$ cat src/rtl/ert_pkg.sv
package ert_pkg;
    localparam int EVT_W   = 20;
    localparam int NUM_EVT = 5;

    typedef enum int {
        SLOT_CYCLES  = 0,
        SLOT_INSTR   = 1,
        SLOT_DTLB_RD = 2,
        SLOT_DTLB_WR = 3,
        SLOT_ITLB    = 4
    } evt_slot_e;

    // generic hardware event: type 0
    function automatic logic [EVT_W-1:0] mk_generic(input logic [15:0] code);
        return {4'h0, code};
    endfunction

    // cache event: type 1, code = {cache id, operation, result}
    function automatic logic [EVT_W-1:0] mk_cache(input logic [12:0] cache_id,
                                                  input logic [1:0]  op,
                                                  input logic        res);
        return {4'h1, cache_id, op, res};
    endfunction

    function automatic logic [EVT_W-1:0] slot_code(input int slot);
        case (slot)
            SLOT_CYCLES:  return mk_generic(16'h0001);
            SLOT_INSTR:   return mk_generic(16'h0002);
            SLOT_DTLB_RD: return mk_cache(13'd3, 2'd0, 1'b1);
            SLOT_DTLB_WR: return mk_cache(13'd3, 2'd1, 1'b1);
            SLOT_ITLB:    return mk_cache(13'd4, 2'd0, 1'b1);
            default:      return '0;
        endcase
    endfunction
endpackage

$ cat src/rtl/ert_sel_decode.sv
module ert_sel_decode
    import ert_pkg::*;
#(
    parameter int SEL_W = 64
) (
    input  logic [SEL_W-1:0]   sel,
    output logic [NUM_EVT-1:0] hit,
    output logic               is_zero
);
    for (genvar e = 0; e < NUM_EVT; e++) begin : g_match
        assign hit[e] = (sel[EVT_W-1:0] == slot_code(e));
    end

    assign is_zero = (sel == '0);

    // distinct codes can never match together
    always_comb begin
        p_onehot_hit_r3: assert ($onehot0(hit))
            else $error("selector matched more than one event slot");
    end
endmodule

$ cat src/rtl/ert_ctr_check.sv
module ert_ctr_check #(
    parameter int MAX_CTRS  = 32,
    parameter int NUM_CTRS  = 8,
    parameter int FIRST_CTR = 3,
    localparam int CIDX_W   = $clog2(MAX_CTRS)
) (
    input  logic [CIDX_W-1:0]   idx,
    output logic                idx_ok,
    output logic [MAX_CTRS-1:0] avail_mask
);
    for (genvar c = 0; c < MAX_CTRS; c++) begin : g_avail
        if (c >= FIRST_CTR && c < FIRST_CTR + NUM_CTRS) begin : g_on
            assign avail_mask[c] = 1'b1;
        end else begin : g_off
            assign avail_mask[c] = 1'b0;
        end
    end

    assign idx_ok = avail_mask[idx];
endmodule

$ cat src/rtl/ert_route.sv
module ert_route
    import ert_pkg::*;
#(
    parameter int MAX_CTRS = 32,
    localparam int CIDX_W  = $clog2(MAX_CTRS)
) (
    input  logic [NUM_EVT-1:0]             evt_pulse,
    input  logic [NUM_EVT-1:0]             bound,
    input  logic [NUM_EVT-1:0][CIDX_W-1:0] target,
    output logic [MAX_CTRS-1:0]            strobe,
    output logic                           miss
);
    for (genvar c = 0; c < MAX_CTRS; c++) begin : g_ctr
        logic [NUM_EVT-1:0] sel_here;
        for (genvar e = 0; e < NUM_EVT; e++) begin : g_evt
            assign sel_here[e] = evt_pulse[e] && bound[e] &&
                                 (target[e] == CIDX_W'(c));
        end
        assign strobe[c] = |sel_here;
    end

    assign miss = |(evt_pulse & ~bound);

    // an unbound pulse alone never strobes a counter
    always_comb begin
        p_quiet_when_unbound_r8: assert (!((evt_pulse & bound) == '0 && strobe != '0))
            else $error("strobe without a bound event");
    end
endmodule

$ cat src/rtl/evt_ctr_router.sv
module evt_ctr_router
    import ert_pkg::*;
#(
    parameter int MAX_CTRS  = 32,
    parameter int NUM_CTRS  = 8,
    parameter int SEL_W     = 64,
    localparam int CIDX_W   = $clog2(MAX_CTRS)
) (
    input  logic                clk,
    input  logic                rst_n,
    input  logic                wr_en,
    input  logic [CIDX_W-1:0]   wr_idx,
    input  logic [SEL_W-1:0]    wr_sel,
    input  logic [NUM_EVT-1:0]  evt_pulse,
    output logic [MAX_CTRS-1:0] inc_strobe,
    output logic                wr_err,
    output logic                unmapped_seen
);
    typedef struct packed {
        logic [NUM_EVT-1:0]             bound;
        logic [NUM_EVT-1:0][CIDX_W-1:0] target;
        logic                           err;
        logic                           sticky;
    } state_t;

    state_t st_d, st_q;

    logic [NUM_EVT-1:0]  hit;
    logic                sel_zero;
    logic                idx_ok;
    logic [MAX_CTRS-1:0] avail_mask;
    logic                miss;

    ert_sel_decode #(.SEL_W(SEL_W)) u_dec (
        .sel     (wr_sel),
        .hit     (hit),
        .is_zero (sel_zero)
    );

    ert_ctr_check #(.MAX_CTRS(MAX_CTRS), .NUM_CTRS(NUM_CTRS), .FIRST_CTR(3)) u_chk (
        .idx        (wr_idx),
        .idx_ok     (idx_ok),
        .avail_mask (avail_mask)
    );

    ert_route #(.MAX_CTRS(MAX_CTRS)) u_route (
        .evt_pulse (evt_pulse),
        .bound     (st_q.bound),
        .target    (st_q.target),
        .strobe    (inc_strobe),
        .miss      (miss)
    );

    always_comb begin
        st_d     = st_q;
        st_d.err = 1'b0;
        if (wr_en) begin
            if (!idx_ok) begin
                st_d.err = 1'b1;
            end else if (sel_zero) begin
                for (int e = 0; e < NUM_EVT; e++) begin
                    if (st_q.bound[e] && st_q.target[e] == wr_idx) begin
                        st_d.bound[e] = 1'b0;
                    end
                end
            end else if (|hit) begin
                for (int e = 0; e < NUM_EVT; e++) begin
                    if (hit[e] && !st_q.bound[e]) begin
                        st_d.bound[e]  = 1'b1;
                        st_d.target[e] = wr_idx;
                    end
                end
            end else begin
                st_d.err = 1'b1;
            end
        end
        if (miss) begin
            st_d.sticky = 1'b1;
        end
    end

    always_ff @(posedge clk) begin
        if (!rst_n) begin
            st_q <= '0;
        end else begin
            st_q <= st_d;
        end
    end

    assign wr_err        = st_q.err;
    assign unmapped_seen = st_q.sticky;

    p_bad_index_err_r4: assert property (@(posedge clk) disable iff (!rst_n)
        (wr_en && !idx_ok) |=> wr_err);

    p_unsupported_err_r3: assert property (@(posedge clk) disable iff (!rst_n)
        (wr_en && idx_ok && !sel_zero && hit == '0) |=> (wr_err && $stable(st_q.bound)));

    p_first_writer_r5: assert property (@(posedge clk) disable iff (!rst_n)
        (wr_en && idx_ok && (hit & st_q.bound) != '0) |=> ($stable(st_q.target) && !wr_err));

    p_sticky_holds_r8: assert property (@(posedge clk) disable iff (!rst_n)
        unmapped_seen |=> unmapped_seen);

    p_strobe_in_range_r2: assert property (@(posedge clk) disable iff (!rst_n)
        (inc_strobe & ~avail_mask) == '0);

    for (genvar e = 0; e < NUM_EVT; e++) begin : g_zero_chk
        p_zero_unbinds_r6: assert property (@(posedge clk) disable iff (!rst_n)
            (wr_en && idx_ok && sel_zero) |=>
                !(st_q.bound[e] && st_q.target[e] == $past(wr_idx)));
    end
endmodule

$ cat config.mk
export PLATFORM = sky130hd
export DESIGN_NAME = evt_ctr_router
export DESIGN_NICKNAME = d
export VERILOG_FILES = /design/src/rtl/ert_pkg.sv /design/src/rtl/ert_sel_decode.sv /design/src/rtl/ert_ctr_check.sv /design/src/rtl/ert_route.sv /design/src/rtl/evt_ctr_router.sv
export SDC_FILE = /design/constraint.sdc
export NUM_CORES = 1
export LEC_CHECK = 0
export ABC_CLOCK_PERIOD_IN_PS = 3400
export BUFFER_PORTS_ARGS = -buffer_cell sky130_fd_sc_hd__buf_2
export CAP_MARGIN = 15
export CORE_MARGIN = 2
export CORE_UTILIZATION = 38
export DETAILED_ROUTE_END_ITERATION = 7
export MAX_ROUTING_LAYER = met4
export SKIP_LAST_GASP = 1
export SLEW_MARGIN = 20
export SYNTH_ARGS = -nofsm -noshare
export SYNTH_HDL_FRONTEND = slang
export SYNTH_SLANG_ARGS = --single-unit
$ cat constraint.sdc
create_clock -name clk -period 3.4 [get_ports clk]
set_clock_uncertainty 0.05 [all_clocks]
set_input_delay 0.34 -clock clk [delete_from_list [all_inputs] [get_ports clk]]
set_output_delay 0.34 -clock clk [all_outputs]
set_load 0.01 [all_outputs]
==> flow_summary.json <==
{
  "synth_seq_cells": 32,
  "worstSetupStartpointType": "input pin",
  "core_um2": 8180,
  "clk_path_buf_depth": 2,
  "layout.cells.non_filler": 639,
  "setup_viol": 0,
  "hp-start": "wr_en",
  "yosysTopAreaCellShare_pct": 20.1,
  "areaGrowthSynthToFinish_pct": 19.2,
  "syn-mean-instance-area_um2": 7.11,
  "cts_tree": "yes",
  "rsz0062_at_grt": "false",
  "antenna_cells": 0,
  "vias_per_cell": 6.18,
  "postCtsSetupBuffers": 0,
  "p_leak_nw": 1.54,
  "status": "finished, final reports clean",
  "tightestPinTransition_ps": 746,
  "yosysMostFrequentCell": "nor2_1",
  "final_util_pct": 46.4,
  "hold_path_depth": 3,
  "ant_nets": 0,
  "slew_violations": 0,
  "yosys.area.top_type": "dfxtp_1",
  "die_w_um": 95.5,
  "dp.cells": 632,
  "synth_common_cells": "nor2_1, nand2_1, dfxtp_1, o221ai_1, nor2b_1",
  "worstReg2RegStart": "st_q[19]$_SDFFE_PN0P_",
  "whs_ps": 257,
  "synth_cells": 448,
  "synth-main-ff-cell": "dfxtp_1",
  "synth_enable_flop_cells": 0,
  "drc": 0,
  "nFillCells": 865,
  "synth_nets": 525,
  "io_pins": 111,
  "worst_setup_path_end_kind": "flip-flop",
  "ys_types": 44,
  "port_buffers": 110,
  "worstRegToRegCells": 5,
  "max_freq_mhz": 377,
  "antenna_found_initial": 0,
  "synth.cell_area_um2": 3180,
  "yosys_warnings": 0,
  "holdPathEnd": "wr_err$_SDFF_PN0_",
  "worst_r2r_endpoint": "st_q[30]$_SDFFE_PN0P_",
  "hold_viol_final": 0,
  "grt_first_pass_wirelength_mm": 18.8,
  "synth-seq-area-share_pct": 20.1,
  "start_util_pct": 38.9,
  "h-tree-depth": 2,
  "rows": 33,
  "path_clk_slew_ps": 60,
  "period_needed_ps": 2650,
  "fp.dieArea_um2": 9120,
  "path_max_fanout": 5,
  "nNetsFinal": 611,
  "cap_violations": 0,
  "synth_area_leaders": "dfxtp_1, o221ai_1, nor2_1",
  "wl_mm": 12.2,
  "cp_data_required_time_ps": 3530,
  "drive_gt1_share_pct": 23.6,
  "relSlewSlack_pct": 49.8,
  "grt_max_degree": 36,
  "ctsHoldBuffers": 0,
  "post-route-period-util_pct": 78.1,
  "cts-root-buf": "clkbuf_8",
  "wl_per_cell_um": 19.1,
  "hold_path.class": "in -> reg",
  "setup_tns_ps": 0,
  "total_power_mw": 0.801,
  "rrSetupSlack_ps": 1730,
  "grt_pass1_vias": 3712,
  "ys_async_sr_fraction_pct": 0,
  "vias": 3946,
  "drt-pass1-iter-count": 5,
  "dr.first_iter.drc_count": 220,
  "clk_latency_ps": 280,
  "place_congestion": 0.987,
  "cts_buffers": 5,
  "max-vdd-ir-drop_mv": 0.148,
  "critical_path_class": "in -> reg",
  "die_h_um": 95.5,
  "post_cts_resized": 0,
  "power_density_nw_per_um2": 211,
  "grt_use_total_pct": 27.8,
  "cp.arrival_ps": 2780,
  "dp_hpwl_mm": 9.72,
  "clock-sinks": 32,
  "overflow": 0
}
[worst max-delay path: stages]
cell    delay (ps)
buf_2          110
or4_1          540
or4_4          580
or4b_1         510
or3_1          450
and3_2         260
[through the flow]
| step | instance area, um2 | setup slack [ps] |
|---|---|---|
| 6_report | 3790 | 746 |
| 5_1_grt | 3790 | 645 |
| 4_1_cts | 3790 | 756 |
| 3_5_place_dp | 3700 | 458 |
| 3_3_place_gp | 3700 | 499 |
| 2_1_floorplan | 3180 | 675 |
[how the worst max path moves through the flow]
stage	slack [ps]	endpoint	startpoint
detailed placement	460	st_q[10]$_SDFFE_PN0P_	wr_sel[10]
global route	650	st_q[10]$_SDFFE_PN0P_	wr_sel[10]
global placement	500	st_q[11]$_SDFFE_PN0P_	wr_sel[10]
finish	750	st_q[11]$_SDFFE_PN0P_	wr_sel[10]
floorplan	670	st_q[11]$_SDFFE_PN0P_	wr_sel[10]
CTS	760	st_q[10]$_SDFFE_PN0P_	wr_sel[10]
[cell type report]
| class | instances | area [um2] | area share [%] |
|---|---|---|---|
| flip-flops and latches | 32 | 641 | 16.9 |
| well taps | 105 | 131 | 3.46 |
| inverters | 6 | 22.5 | 0.593 |
| clock buffers | 7 | 96.3 | 2.54 |
| repair buffers | 110 | 551 | 14.5 |
| multi-input cells | 379 | 2350 | 62.0 |
[cell usage in the layout, fill, tap and decap left out, types with 2 or more instances in the layout]
cell      netlist  routed
mux2i_1        16      16
nor3_1         17      17
o21ai_0         3       3
o32ai_1         7       7
a31oi_1         4       4
nor4_1         14      14
inv_1           6       6
and3_1         11      11
nand4b_1        2       2
o22ai_1        22      22
nor2_1         59      59
a21oi_1         6       6
nand2_1        41      41
o311ai_0        3       3
o31ai_1         3       3
nand4_1         6       6
dfxtp_1        32      32
a21boi_0        7       7
or3_1           4       4
clkbuf_8        0       7
xnor2_1         8       8
nand3_1        23      23
a221oi_1        3       3
xor2_1         17      17
nor2b_1        28      28
o221ai_1       32      32
nand2b_1       20      20
or2_2           6       6
buf_2           1     110
nor3b_1         2       2
or4_1           5       5
[metal layers]
metal  vias to the layer above  global-route usage [%]  share of wire [%]
met1                      1852                    31.9                 39
li1                       1855                       -                  -
met4                         0                    14.2                4.8
met3                        30                    2.53                6.5
met5                         -                       -                  0
met2                       209                    48.2                 49
[power breakdown]
group / internal [mW] / total, mW / leakage (nW) / switching, mW
clock network: 0.180 / 0.315 / 0.0503 / 0.135
registers: 0.376 / 0.377 / 0.258 / 0.000497
logic: 0.0520 / 0.109 / 1.24 / 0.0574
total: 0.608 / 0.801 / 1.54 / 0.193
[state kept, by name (all words and copies together), names as in the netlist]
signal,count
wr_err,1
st_q,30
unmapped_seen,1
[logic make-up after synthesis]
family,Yosys count,share of synthesized area (%)
muxes,16,5.03
and+or+nand+nor,242,39.0
DFF,32,20.1
buffers and inverters,37,5.94
xor gates and xnor gates,25,6.88
AOI/OAI and AO/OA,96,23.0
Note: power is estimated with default switching activity, not from simulation.
